<file path="config.mk">
export PLATFORM = sky130hd
export DESIGN_NAME = sample_pacer
export DESIGN_NICKNAME = d
export VERILOG_FILES = /design/src/rtl/sample_pacer_pkg.sv /design/src/rtl/pacer_rate_counter.sv /design/src/rtl/pacer_strobe_fsm.sv /design/src/rtl/sample_pacer.sv
export SDC_FILE = /design/constraint.sdc
export NUM_CORES = 1
export LEC_CHECK = 0
export ABC_CLOCK_PERIOD_IN_PS = 2700
export BUFFER_PORTS_ARGS = -buffer_cell sky130_fd_sc_hd__buf_4
export CAP_MARGIN = 5
export CORE_UTILIZATION = 42
export DETAILED_ROUTE_END_ITERATION = 8
export GPL_TIMING_DRIVEN = 0
export PLACE_DENSITY = 0.71
export SLEW_MARGIN = 40
export SYNTH_ARGS = -nofsm -noshare
export SYNTH_HDL_FRONTEND = slang
export SYNTH_SLANG_ARGS = --single-unit
</file>
<file path="constraint.sdc">
create_clock -name clk -period 2.7 [get_ports clk]
set_input_delay 0.135 -clock clk [delete_from_list [all_inputs] [get_ports clk]]
set_output_delay 0.135 -clock clk [all_outputs]
set_load 0.03 [all_outputs]
</file>
<file path="src/rtl/sample_pacer_pkg.sv">
package sample_pacer_pkg;
    typedef enum logic [1:0] {
        ST_IDLE    = 2'd0,
        ST_LATCH   = 2'd1,
        ST_ADVANCE = 2'd2
    } seq_state_e;
endpackage

</file>
<file path="src/rtl/pacer_rate_counter.sv">
module pacer_rate_counter #(
    parameter int RATE_W = 4
) (
    input  logic              clk,
    input  logic              rst_n,
    input  logic              tick_en,
    input  logic              rate_we,
    input  logic [RATE_W-1:0] rate_wdata,
    output logic              reload
);
    localparam logic [RATE_W-1:0] TERM = {RATE_W{1'b1}};

    logic [RATE_W-1:0] shadow_q;
    logic [RATE_W-1:0] cnt_q;

    // shadow register: written any time, seen by the counter only on reload
    always_ff @(posedge clk) begin
        if (!rst_n) begin
            shadow_q <= '0;
        end else if (rate_we) begin
            shadow_q <= rate_wdata;
        end
    end

    assign reload = tick_en && (cnt_q == TERM);

    always_ff @(posedge clk) begin
        if (!rst_n) begin
            cnt_q <= '0;
        end else if (reload) begin
            cnt_q <= shadow_q;
        end else if (tick_en) begin
            cnt_q <= cnt_q + 1'b1;
        end
    end
endmodule

</file>
<file path="src/rtl/pacer_strobe_fsm.sv">
module pacer_strobe_fsm
    import sample_pacer_pkg::*;
#(
    parameter int DATA_W = 8
) (
    input  logic              clk,
    input  logic              rst_n,
    input  logic              reload,
    input  logic [DATA_W-1:0] fifo_head,
    input  logic              fifo_empty,
    output logic [DATA_W-1:0] dac_data,
    output logic              dac_load,
    output logic              fifo_pop
);
    seq_state_e state_q, state_d;
    logic       start;

    assign start = (state_q == ST_IDLE) && reload && !fifo_empty;

    always_comb begin
        state_d = state_q;
        unique case (state_q)
            ST_IDLE:    if (reload && !fifo_empty) state_d = ST_LATCH;
            ST_LATCH:   state_d = ST_ADVANCE;
            ST_ADVANCE: state_d = ST_IDLE;
            default:    state_d = ST_IDLE;
        endcase
    end

    always_ff @(posedge clk) begin
        if (!rst_n) begin
            state_q <= ST_IDLE;
        end else begin
            state_q <= state_d;
        end
    end

    // head byte is captured as the LATCH state is entered
    always_ff @(posedge clk) begin
        if (!rst_n) begin
            dac_data <= '0;
        end else if (start) begin
            dac_data <= fifo_head;
        end
    end

    always_comb begin
        dac_load = 1'b0;
        fifo_pop = 1'b0;
        unique case (state_q)
            ST_IDLE:    ;
            ST_LATCH:   dac_load = 1'b1;
            ST_ADVANCE: fifo_pop = 1'b1;
            default:    ;
        endcase
    end
endmodule

</file>
<file path="src/rtl/sample_pacer.sv">
module sample_pacer #(
    parameter int RATE_W = 4,
    parameter int DATA_W = 8
) (
    input  logic              clk,
    input  logic              rst_n,
    input  logic              tick_en,
    input  logic              rate_we,
    input  logic [RATE_W-1:0] rate_wdata,
    input  logic [DATA_W-1:0] fifo_head,
    input  logic              fifo_empty,
    output logic [DATA_W-1:0] dac_data,
    output logic              dac_load,
    output logic              fifo_pop
);
    logic reload_w;

    pacer_rate_counter #(.RATE_W(RATE_W)) u_ctr (
        .clk        (clk),
        .rst_n      (rst_n),
        .tick_en    (tick_en),
        .rate_we    (rate_we),
        .rate_wdata (rate_wdata),
        .reload     (reload_w)
    );

    pacer_strobe_fsm #(.DATA_W(DATA_W)) u_seq (
        .clk        (clk),
        .rst_n      (rst_n),
        .reload     (reload_w),
        .fifo_head  (fifo_head),
        .fifo_empty (fifo_empty),
        .dac_data   (dac_data),
        .dac_load   (dac_load),
        .fifo_pop   (fifo_pop)
    );
endmodule

</file>
# Word level (Yosys, flattened, before mapping)
# Cells that the tools add are included.
[classes]
n_addsub = 1
eq_ne = 4
mux = 6
n_reduce_logical = 7
[ops]
columns = ["operator", "count"]
rows = [
  ["4-bit two-way mux", 2],
  ["4-bit by 1-bit adder with 4-bit output (second input constant)", 1],
  ["4-bit equality test (second input constant)", 1],
  ["1-bit logical AND", 4],
  ["2-bit one-hot mux with 2 select lines", 1],
  ["2-bit by 1-bit equality test with 1-bit output (second input constant)", 1],
  ["2-bit equality test (second input constant)", 1],
  ["2-bit logical NOT", 1],
  ["1-bit two-way mux", 2],
  ["2-bit two-way mux", 1],
  ["2-bit inequality test (second input constant)", 1],
  ["2-bit nonzero test", 1],
  ["1-bit logical NOT", 1],
]
[totals]
regBits = 18
input_bits = 17
output_inout_bits = 10
wordCells = 22

# Logic depth before layout (Yosys ltp)
# Gate-level depths: netlist of run 1.
[depth]
word_depth = 5
ltp_mapped = 5
ltp_nobuf = 4

# Hierarchy
# A second synthesis of run 1 with hierarchy kept.
[unflattened]
hier_cells = 83
area_unflattened_um2 = 792.0
[by_module_without_submodules]
columns = ["module", "n_inst", "cells_per_inst", "area_per_inst_um2", "seq_area_each_um2"]
rows = [
  ["pacer_strobe_fsm", 1, 42, 411.6, 200.2],
  ["pacer_rate_counter", 1, 41, 380.4, 160.2],
]

# Worst setup path after synthesis of run 1
# OpenSTA, ideal clock, no wires.
[synth_path]
kind = "reg2reg"
from = "reg u_ctr.cnt_q[0]"
to = "reg u_ctr.cnt_q[0]"
setup_time_ps = 120
arrival_ps = 1150
required_ps = 2580
slack_ps = 1430
stages_incl_launch_ff = 5
n_path_buf = 0
period_less_slack_ps = 1270
cell_sequence = "dfxtp_1 ha_1 nand4_4 and3b_1 o31a_1"
[synth_between]
elab_chain_len = 3
elab_cells_between_ends = 6
cone_classes = "add/sub: 1; eq/ne: 1; mux: 2; reduce/logical: 2"
[synth_lines]
columns = ["item", "line", "text"]
rows = [
  ["from (decl)", "pacer_rate_counter.sv:14", "logic [RATE_W-1:0] cnt_q;"],
  ["from (signal assigned)", "pacer_rate_counter.sv:31", "cnt_q <= shadow_q;"],
  ["from (signal assigned)", "pacer_rate_counter.sv:33", "cnt_q <= cnt_q + 1'b1;"],
  ["4-bit by 1-bit adder with 4-bit output or 4-bit equality test (tied branches)", "pacer_rate_counter.sv:33, pacer_rate_counter.sv:25", ""],
  ["4-bit two-way mux or 1-bit logical AND (tied branches)", "pacer_rate_counter.sv:32, pacer_rate_counter.sv:25", ""],
  ["4-bit two-way mux or 2-bit nonzero test (tied branches)", "--", ""],
]
# Several ways; a longest one is shown, not always the timed one. The select of a mux whose other input is x is not followed.
# A chain may end at the register's enable or synchronous reset.

# Worst setup path after layout of run 1
[layout_path]
from = "reg u_ctr.cnt_q[0]"
to = "reg u_seq.dac_data[6]"
[layout_between]
elab_chain_len = 4
[layout_lines]
columns = ["item", "line", "text"]
rows = [
  ["4-bit equality test", "pacer_rate_counter.sv:25", "assign reload = tick_en && (cnt_q == TERM);"],
  ["1-bit logical AND", "pacer_rate_counter.sv:25", ""],
  ["1-bit logical AND (2 in series)", "pacer_strobe_fsm.sv:18", "assign start = (state_q == ST_IDLE) && reload && !fifo_empty;"],
  ["to (signal assigned)", "pacer_strobe_fsm.sv:43", "dac_data <= fifo_head;"],
  ["to (decl)", "pacer_strobe_fsm.sv:11", "output logic [DATA_W-1:0] dac_data,"],
]
# Every way passes these cells.

==> run summary, run 1 <==
Run status: finished, final reports clean
Final #Nets: 127
Share of the synthesized area in the top cell type: 45.9%
Share of post-route cells with drive strength above 1: 30.8%
CTS Buf Count: 3
Hold Path Depth: 3
Critical Path AT: 1.64 ns
Max Cap Viol: 0
Relative slew margins: 73.5%
P&R area growth vs syn: 29.8%
Mapped cell area: 785 um2
First-pass GRT wire length: 2.22 mm
Dpl cells: 129
Clock slew at reported path FFs: 0.09 ns
Die Ht: 45.2 um
Unrepaired setup endpoints after global routing: no
Final wirelength: 1.43 mm
Vias: 620
DRC Markers: 0
Area leader, netlist: dfxtp_1
Startpoint Class: register
Synthesized instance count: 80
Clk Latency, worst-skew pair: 0.27 ns
Seq/Total Area, Yosys: 45.9%
Total grt overflow: 0
Initial antenna violation count: 0
WP data required: 2.91 ns
Slew Viols, Final: 0
Ports: 27
TritonCTS clock tree: done
Core Region: 0.00175 mm2
Number of port buffers: 24
Worst VDD drop: 0.360 mV
Routed WL per cell: 10.8 um
First-pass DRT Iterations: 3
Most frequent cells after synthesis: 18 x dfxtp_1, 18 x nand2_1, 13 x mux2i_1, 6 x nor2b_1
FF+latch count, synth: 18
Clock H-tree levels: 1
Async SR Flop Fraction: 0%
Setup violators final: 0
Clock sink total: 18
Post-CTS Resized: 0
Final Hold Viols: 0
Postcts setup bufs: 0
Clock Skew: 0.00177 ns
FF-to-FF path depth: 5
GRT Total Usage: 15.3%
Rows: 15
Worst Setup End Kind: register
Max Fclk: 698 MHz
Antenna diode count: 0
Area contributors post-synth: dfxtp_1 46%, mux2i_1 17%, nand2_1 8.6%
Count of different cell masters after synthesis: 24
Remaining antenna violation count: 0
Power per Cell Area: 436 mW/mm2
P_leak: 0.440 nW
Worst hold path class: input port to register
GPL Wtd Cong: 0.743
Root buffer cell: clkbuf_4
Post-route insts no fill: 132
CP max FO: 9
Die Area: 0.00204 mm2
Vias in the first global route: 567
Post-synth EDFFs: 0
Largest net degree at the start of global routing: 11
Die W: 45.2 um
TNS Setup: 0 ns
Clk buf depth: 2
DPL Wire Length: 1.15 mm
Initial core utilization: 44.9%
Predominant post-synthesis flop cell: dfxtp_1
Worst slew pin tran: 0.397 ns
Net Count, Synth: 98
Hold_buf cts: 0
Kind of critical path: register to register
Final min period: 1.43 ns
Synth warn: 0
Starting DRC count in detailed routing: 3
Period utilisation layout: 53.1%
Synth Area per Inst: 9.81 um2
Vias per cell: 4.70
==> kinds of logic (layout without fill, tap and decap cells) <==
| family | count (synthesis) | in the layout | share of synthesized area, % |
|---|---|---|---|
| AOI/OAI and AO/OA | 7 | 7 | 5.42 |
| and+or+nand+nor | 35 | 35 | 26.5 |
| buffers and inverters | 6 | 33 | 3.99 |
| muxes | 13 | 13 | 16.6 |
| adders and majority gates | 1 | 1 | 1.59 |
| DFF | 18 | 18 | 45.9 |
==> where the power goes <==
group          leakage [nW]  internal [mW]  switching, mW  total, mW
registers             0.146          0.272        0.00429      0.276
logic                 0.280         0.0256         0.0188     0.0443
clock network        0.0138         0.0516         0.0719      0.123
==> layout make-up <==
type | instances | area (um2)
multi-input combinational | 56 | 393
clock buffer | 3 | 22.5
buffer | 5 | 27.5
fill | 150 | 727
inverter | 1 | 3.75
tap | 25 | 31.3
sequential | 18 | 360
timing repair buffer | 24 | 180
==> final timing paths <==
check	start	to	slack, ns
setup reg to reg	u_ctr.cnt_q[0]$_SDFFE_PN0P_	u_seq.dac_data[6]$_SDFFE_PN0P_	1.27
setup / recovery	u_ctr.cnt_q[0]$_SDFFE_PN0P_	u_seq.dac_data[6]$_SDFFE_PN0P_	1.27
hold / removal	fifo_head[3]	u_seq.dac_data[3]$_SDFFE_PN0P_	0.10
hold reg to reg	u_seq.dac_data[2]$_SDFFE_PN0P_	u_seq.dac_data[2]$_SDFFE_PN0P_	0.46
==> flip-flops by register name (all words and copies together) (netlist names) <==
| register | cells |
|---|---|
| u_seq.state_q | 2 |
| u_ctr.cnt_q | 4 |
| u_ctr.shadow_q | 4 |
| u_seq.dac_data | 8 |
==> cell usage in the layout (no fill, tap or decap) <==
cell,n
buf_4,24
nand2_1,18
dfxtp_1,18
mux2i_1,13
nor2b_1,6
clkbuf_1,3
o21ai_0,3
clkbuf_4,3
and2_1,2
buf_2,1
nand4_4,1
nor4_4,1
buf_6,1
and2_2,1
a31oi_1,1
a21oi_1,1
and2b_2,1
and3b_1,1
nor2_1,1
o31a_1,1
inv_1,1
nand4_1,1
nor3_1,1
or2b_1,1
a211oi_1,1
ha_1,1
==> critical path: stages, from the launching register on <==
cell	delay [ns]
dfxtp_1	0.38
ha_1	0.25
nand4_4	0.16
nor4_4	0.18
buf_6	0.19
mux2i_1	0.20
==> per-stage QoR <==
| stage | instance area [um2] | power (mW) | hold WS [ns] | util, % | setup WS, ns |
|---|---|---|---|---|---|
| 6_report | 1020 | 0.444 | 0.103 | 58.4 | 1.27 |
| 3_3_place_gp | 996 | 0.325 | 0.393 | 57.1 | 1.31 |
| 2_1_floorplan | 785 | 0.304 | 0.225 | - | 1.43 |
| 3_5_place_dp | 996 | 0.327 | 0.401 | 57.1 | 1.27 |
| 5_1_grt | 1020 | 0.466 | 0.0916 | 58.4 | 1.17 |
| 4_1_cts | 1020 | 0.452 | 0.0948 | 58.4 | 1.24 |
==> layer usage <==
metal / wire, um / share of wire [%] / up-vias / track usage [%]
met1: 601 / 42 / 280 / 17.5
met4: 21 / 1.5 / 0 / 9.09
li1: - / - / 322 / -
met5: 0 / 0 / - / 0
met3: 64 / 4.5 / 2 / 3.60
met2: 742 / 52 / 16 / 25.8
No activity file was read; power rests on OpenSTA's default activity.
==> run 2, diff against run 1 <==
--- a/config.mk
+++ b/config.mk
@@ -5,13 +5,14 @@
 export SDC_FILE = /design/constraint.sdc
 export NUM_CORES = 1
 export LEC_CHECK = 0
-export ABC_CLOCK_PERIOD_IN_PS = 2700
+export ABC_AREA = 1
+export ABC_CLOCK_PERIOD_IN_PS = 1400
 export BUFFER_PORTS_ARGS = -buffer_cell sky130_fd_sc_hd__buf_4
 export CAP_MARGIN = 5
 export CORE_UTILIZATION = 42
 export DETAILED_ROUTE_END_ITERATION = 8
 export GPL_TIMING_DRIVEN = 0
-export PLACE_DENSITY = 0.71
+export PLACE_DENSITY = 0.72
 export SLEW_MARGIN = 40
 export SYNTH_ARGS = -nofsm -noshare
 export SYNTH_HDL_FRONTEND = slang
==> constraint.sdc (replaced) <==
create_clock -name clk -period 1.4 [get_ports clk]
set_input_delay 0.07 -clock clk [delete_from_list [all_inputs] [get_ports clk]]
set_output_delay 0.07 -clock clk [all_outputs]
set_load 0.03 [all_outputs]
==> run 2 against run 1 <==
The run now ends with DRC left. Setup slack got worse by 1.2 ns. Clock power rose to 2.6 times the previous value. Clock skew rose by 0.00070 ns. Area after synthesis is 7.5% lower. Die area decreased by 7.2%. Power up 110%. Utilization grew 6.3 points. Clock-buffer cell count is 1 higher. Sequential power is 94% higher.
==> run summary, run 2 <==
Seq/Total Area, Yosys: 49.7% (+3.7 points)
Core Region: 0.00156 mm2 (-11%)
Clock sink total: 18 (unchanged)
Final Hold Viols: 0 (unchanged)
Slew Viols, Final: 0 (unchanged)
Total grt overflow: 0 (unchanged)
Clock H-tree levels: 1 (unchanged)
Die W: 43.6 um (-3.7%)
Top flop regs: u_seq.dac_data: 8 flops, u_ctr.cnt_q: 4 flops, u_ctr.shadow_q: 4 flops
Share of the synthesized area in the top cell type: 49.7% (+3.7 points)
WP data required: 1.59 ns (-1.32 ns)
Synthesized instance count: 97 (+21%)
Rows: 14 (-1)
Ports: 27 (unchanged)
Final #Nets: 149 (+17%)
Clock Skew: 0.00247 ns (+0.000700 ns)
Most frequent cells in the layout: 28 x nor2_1, 26 x buf_4, 17 x dfxtp_1
Critical Path AT: 1.49 ns (-0.15 ns)
Count of different cell masters after synthesis: 14 (-42%)
Number of port buffers: 26 (+8.3%)
Commonest non-fill, non-tap cell in the layout: nor2_1
TritonCTS clock tree: done
Die Area: 0.00190 mm2 (-7.2%)
Unrepaired setup endpoints after global routing: no
Post-synthesis compound-gate area fraction: 15.9% (+10 points)
Area leader, netlist: dfxtp_1
Starting DRC count in detailed routing: 14 (+11)
Die Ht: 43.6 um (-3.7%)
Post-synth EDFFs: 0 (unchanged)
Post-route insts no fill: 146 (+11%)
Kind of critical path: register to register
Multiplexer area fraction after synthesis: 0% (-17 points)
Top reg by flops: u_seq.dac_data
Run status: finished with violations
P&R area growth vs syn: 39.0%
Antenna diode count: 0 (unchanged)
Synth warn: 0 (unchanged)
Root buffer cell: clkbuf_4
GPL Wtd Cong: 0.754 (+1.5%)
Dpl cells: 139 (+7.8%)
Core Util, Final: 64.7% (+6.3 points)
CP max FO: 10 (+1)
Violated checks: DRC
Clk buf depth: 2 (unchanged)
Area contributors post-synth: dfxtp_1 50%, nor2_1 14%, o21ai_0 10%
Most numerous cell in the Yosys netlist: nor2_1
DRC Markers: 2 (+2)
CTS Buf Count: 3 (unchanged)
Max reg flops: 8 (unchanged)
Predominant post-synthesis flop cell: dfxtp_1
Largest net degree at the start of global routing: 11 (unchanged)
DPL Wire Length: 1.18 mm (+3.0%)
Remaining antenna violation count: 0 (unchanged)
Net Count, Synth: 115 (+17%)
Simple logic cell fraction of the synthesized area: 25.2% (-1.3 points)
Initial antenna violation count: 0 (unchanged)
Final wirelength: 1.59 mm (+11%)
GRT Total Usage: 20.0% (+4.7 points)
TNS Setup: 0 ns (unchanged)
Clock slew at reported path FFs: 0.11 ns (+0.02 ns)
P_leak: 0.464 nW (+5.4%)
Period utilisation layout: 92.6% (+40 points)
Power per Cell Area: 939 mW/mm2 (+120%)
Worst Setup End Kind: register
Initial core utilization: 46.5% (+1.6 points)
Routed WL per cell: 10.9 um (+0.67%)
Final min period: 1.30 ns (-0.137 ns)
Most frequent cells after synthesis: 28 x nor2_1, 18 x dfxtp_1, 15 x o21ai_0, 10 x nand2_1, 9 x inv_1
Vias in the first global route: 685 (+21%)
Worst slew pin tran: 0.363 ns (-0.0339 ns)
FF+latch count, synth: 18 (unchanged)
Postcts setup bufs: 0 (unchanged)
Async SR Flop Fraction: 0% (unchanged)
Fill cells: 154 (+2.7%)
Synth Area per Inst: 7.48 um2 (-24%)
Clk Latency, worst-skew pair: 0.29 ns (+0.02 ns)
Max Fclk: 771 MHz (+11%)
Final instance area: 0.00101 mm2 (-0.98%)
Placed Area: 941 um2 (-5.5%)
First-pass DRT Iterations: 7 (+4)
Share of post-route cells with drive strength above 1: 27.7% (-3.1 points)
Relative slew margins: 75.8% (+2.3 points)
Worst hold path class: input port to register
Worst VDD drop: 0.690 mV (+92%)
First-pass GRT wire length: 2.81 mm (+26%)
Synth Area in XOR/XNOR: 1.21% (+1.2 points)
Max Cap Viol: 0 (unchanged)
Vias: 715 (+15%)
Startpoint Class: register
Adder-cell area share of the yosys netlist: 1.72% (+0.13 points)
Vias per cell: 4.90 (+4.3%)
Mapped cell area: 726 um2 (-7.5%)
Setup violators final: 0 (unchanged)
Final hold slack: 0.0115 ns (-0.0920 ns)
Largest family of logic cells by synthesized area: simple AND/OR/NAND/NOR gates
[run 2: logic make-up (layout without fill, tap and decap cells)]
family,count (synthesis),count (layout)
flip-flops,18,18
XOR/XNOR,1,1
adder cells (fa/ha/maj),1,1
buffers and inverters,11,44
AO/OA/AOI/OAI,23,23
AND/OR/NAND/NOR,43,43
[run 2: cell type report]
cell class	count	area, um2	area share [%]
multi-input combinational	68	319	31.6
sequential	18	362	35.9
timing repair buffer	29	225	22.3
inverter	10	42.5	4.22
clock buffer	4	36.3	3.60
buffer	1	3.75	0.372
tap	16	20.0	1.99
[run 2: worst paths after layout]
check / start / to / slack, ns / depth (start not counted)
worst max register to register: u_ctr.cnt_q[1]$_SDFFE_PN0P_ / u_seq.dac_data[2]$_SDFFE_PN0P_ / 0.10 / 6
worst max-delay path: u_ctr.cnt_q[1]$_SDFFE_PN0P_ / u_seq.dac_data[2]$_SDFFE_PN0P_ / 0.10 / 6
worst min register to register: u_seq.state_q[1]$_SDFFE_PN0P_ / u_seq.state_q[1]$_SDFFE_PN0P_ / 0.46 / 1
worst min-delay path: fifo_head[5] / u_seq.dac_data[5]$_SDFFE_PN0P_ / 0.01 / 3
[run 2: what timing repair did]
action | CTS | global route
hold buffers | 3 | 0
hold endpoints to repair | 3 | 0
resized for setup | 0 | 6
endpoints found under the setup margin | 0 | 6
[run 2: where the power goes]
| group | leakage (nW) | internal, mW | switching (mW) |
|---|---|---|---|
| combinational | 0.296 | 0.0505 | 0.0401 |
| clock | 0.0210 | 0.158 | 0.163 |
| sequential | 0.147 | 0.526 | 0.00853 |
| total | 0.464 | 0.735 | 0.212 |
[run 2: routing by layer]
layer | vias up | GRT usage, % | share of wire, %
met5 | - | 0 | 0
met4 | 0 | 7.50 | 0.82
met3 | 2 | 5.00 | 4.0
met2 | 19 | 33.7 | 50
met1 | 316 | 24.5 | 45
li1 | 378 | - | -
[run 2: critical path, stage by stage, from the launching register on]
cell	delay, ns
dfxtp_1	0.38
ha_1	0.21
nand2_2	0.10
nor2_4	0.15
nand2_4	0.12
o21ai_0	0.19
nor2_1	0.06
[run 2: stage by stage]
stage / setup WS, ns / power [mW]
2_1_floorplan: 0.288 / 0.580
3_3_place_gp: 0.181 / 0.624
3_5_place_dp: 0.114 / 0.628
4_1_cts: 0.0986 / 0.956
5_1_grt: 0.0116 / 0.987
6_report: 0.103 / 0.947
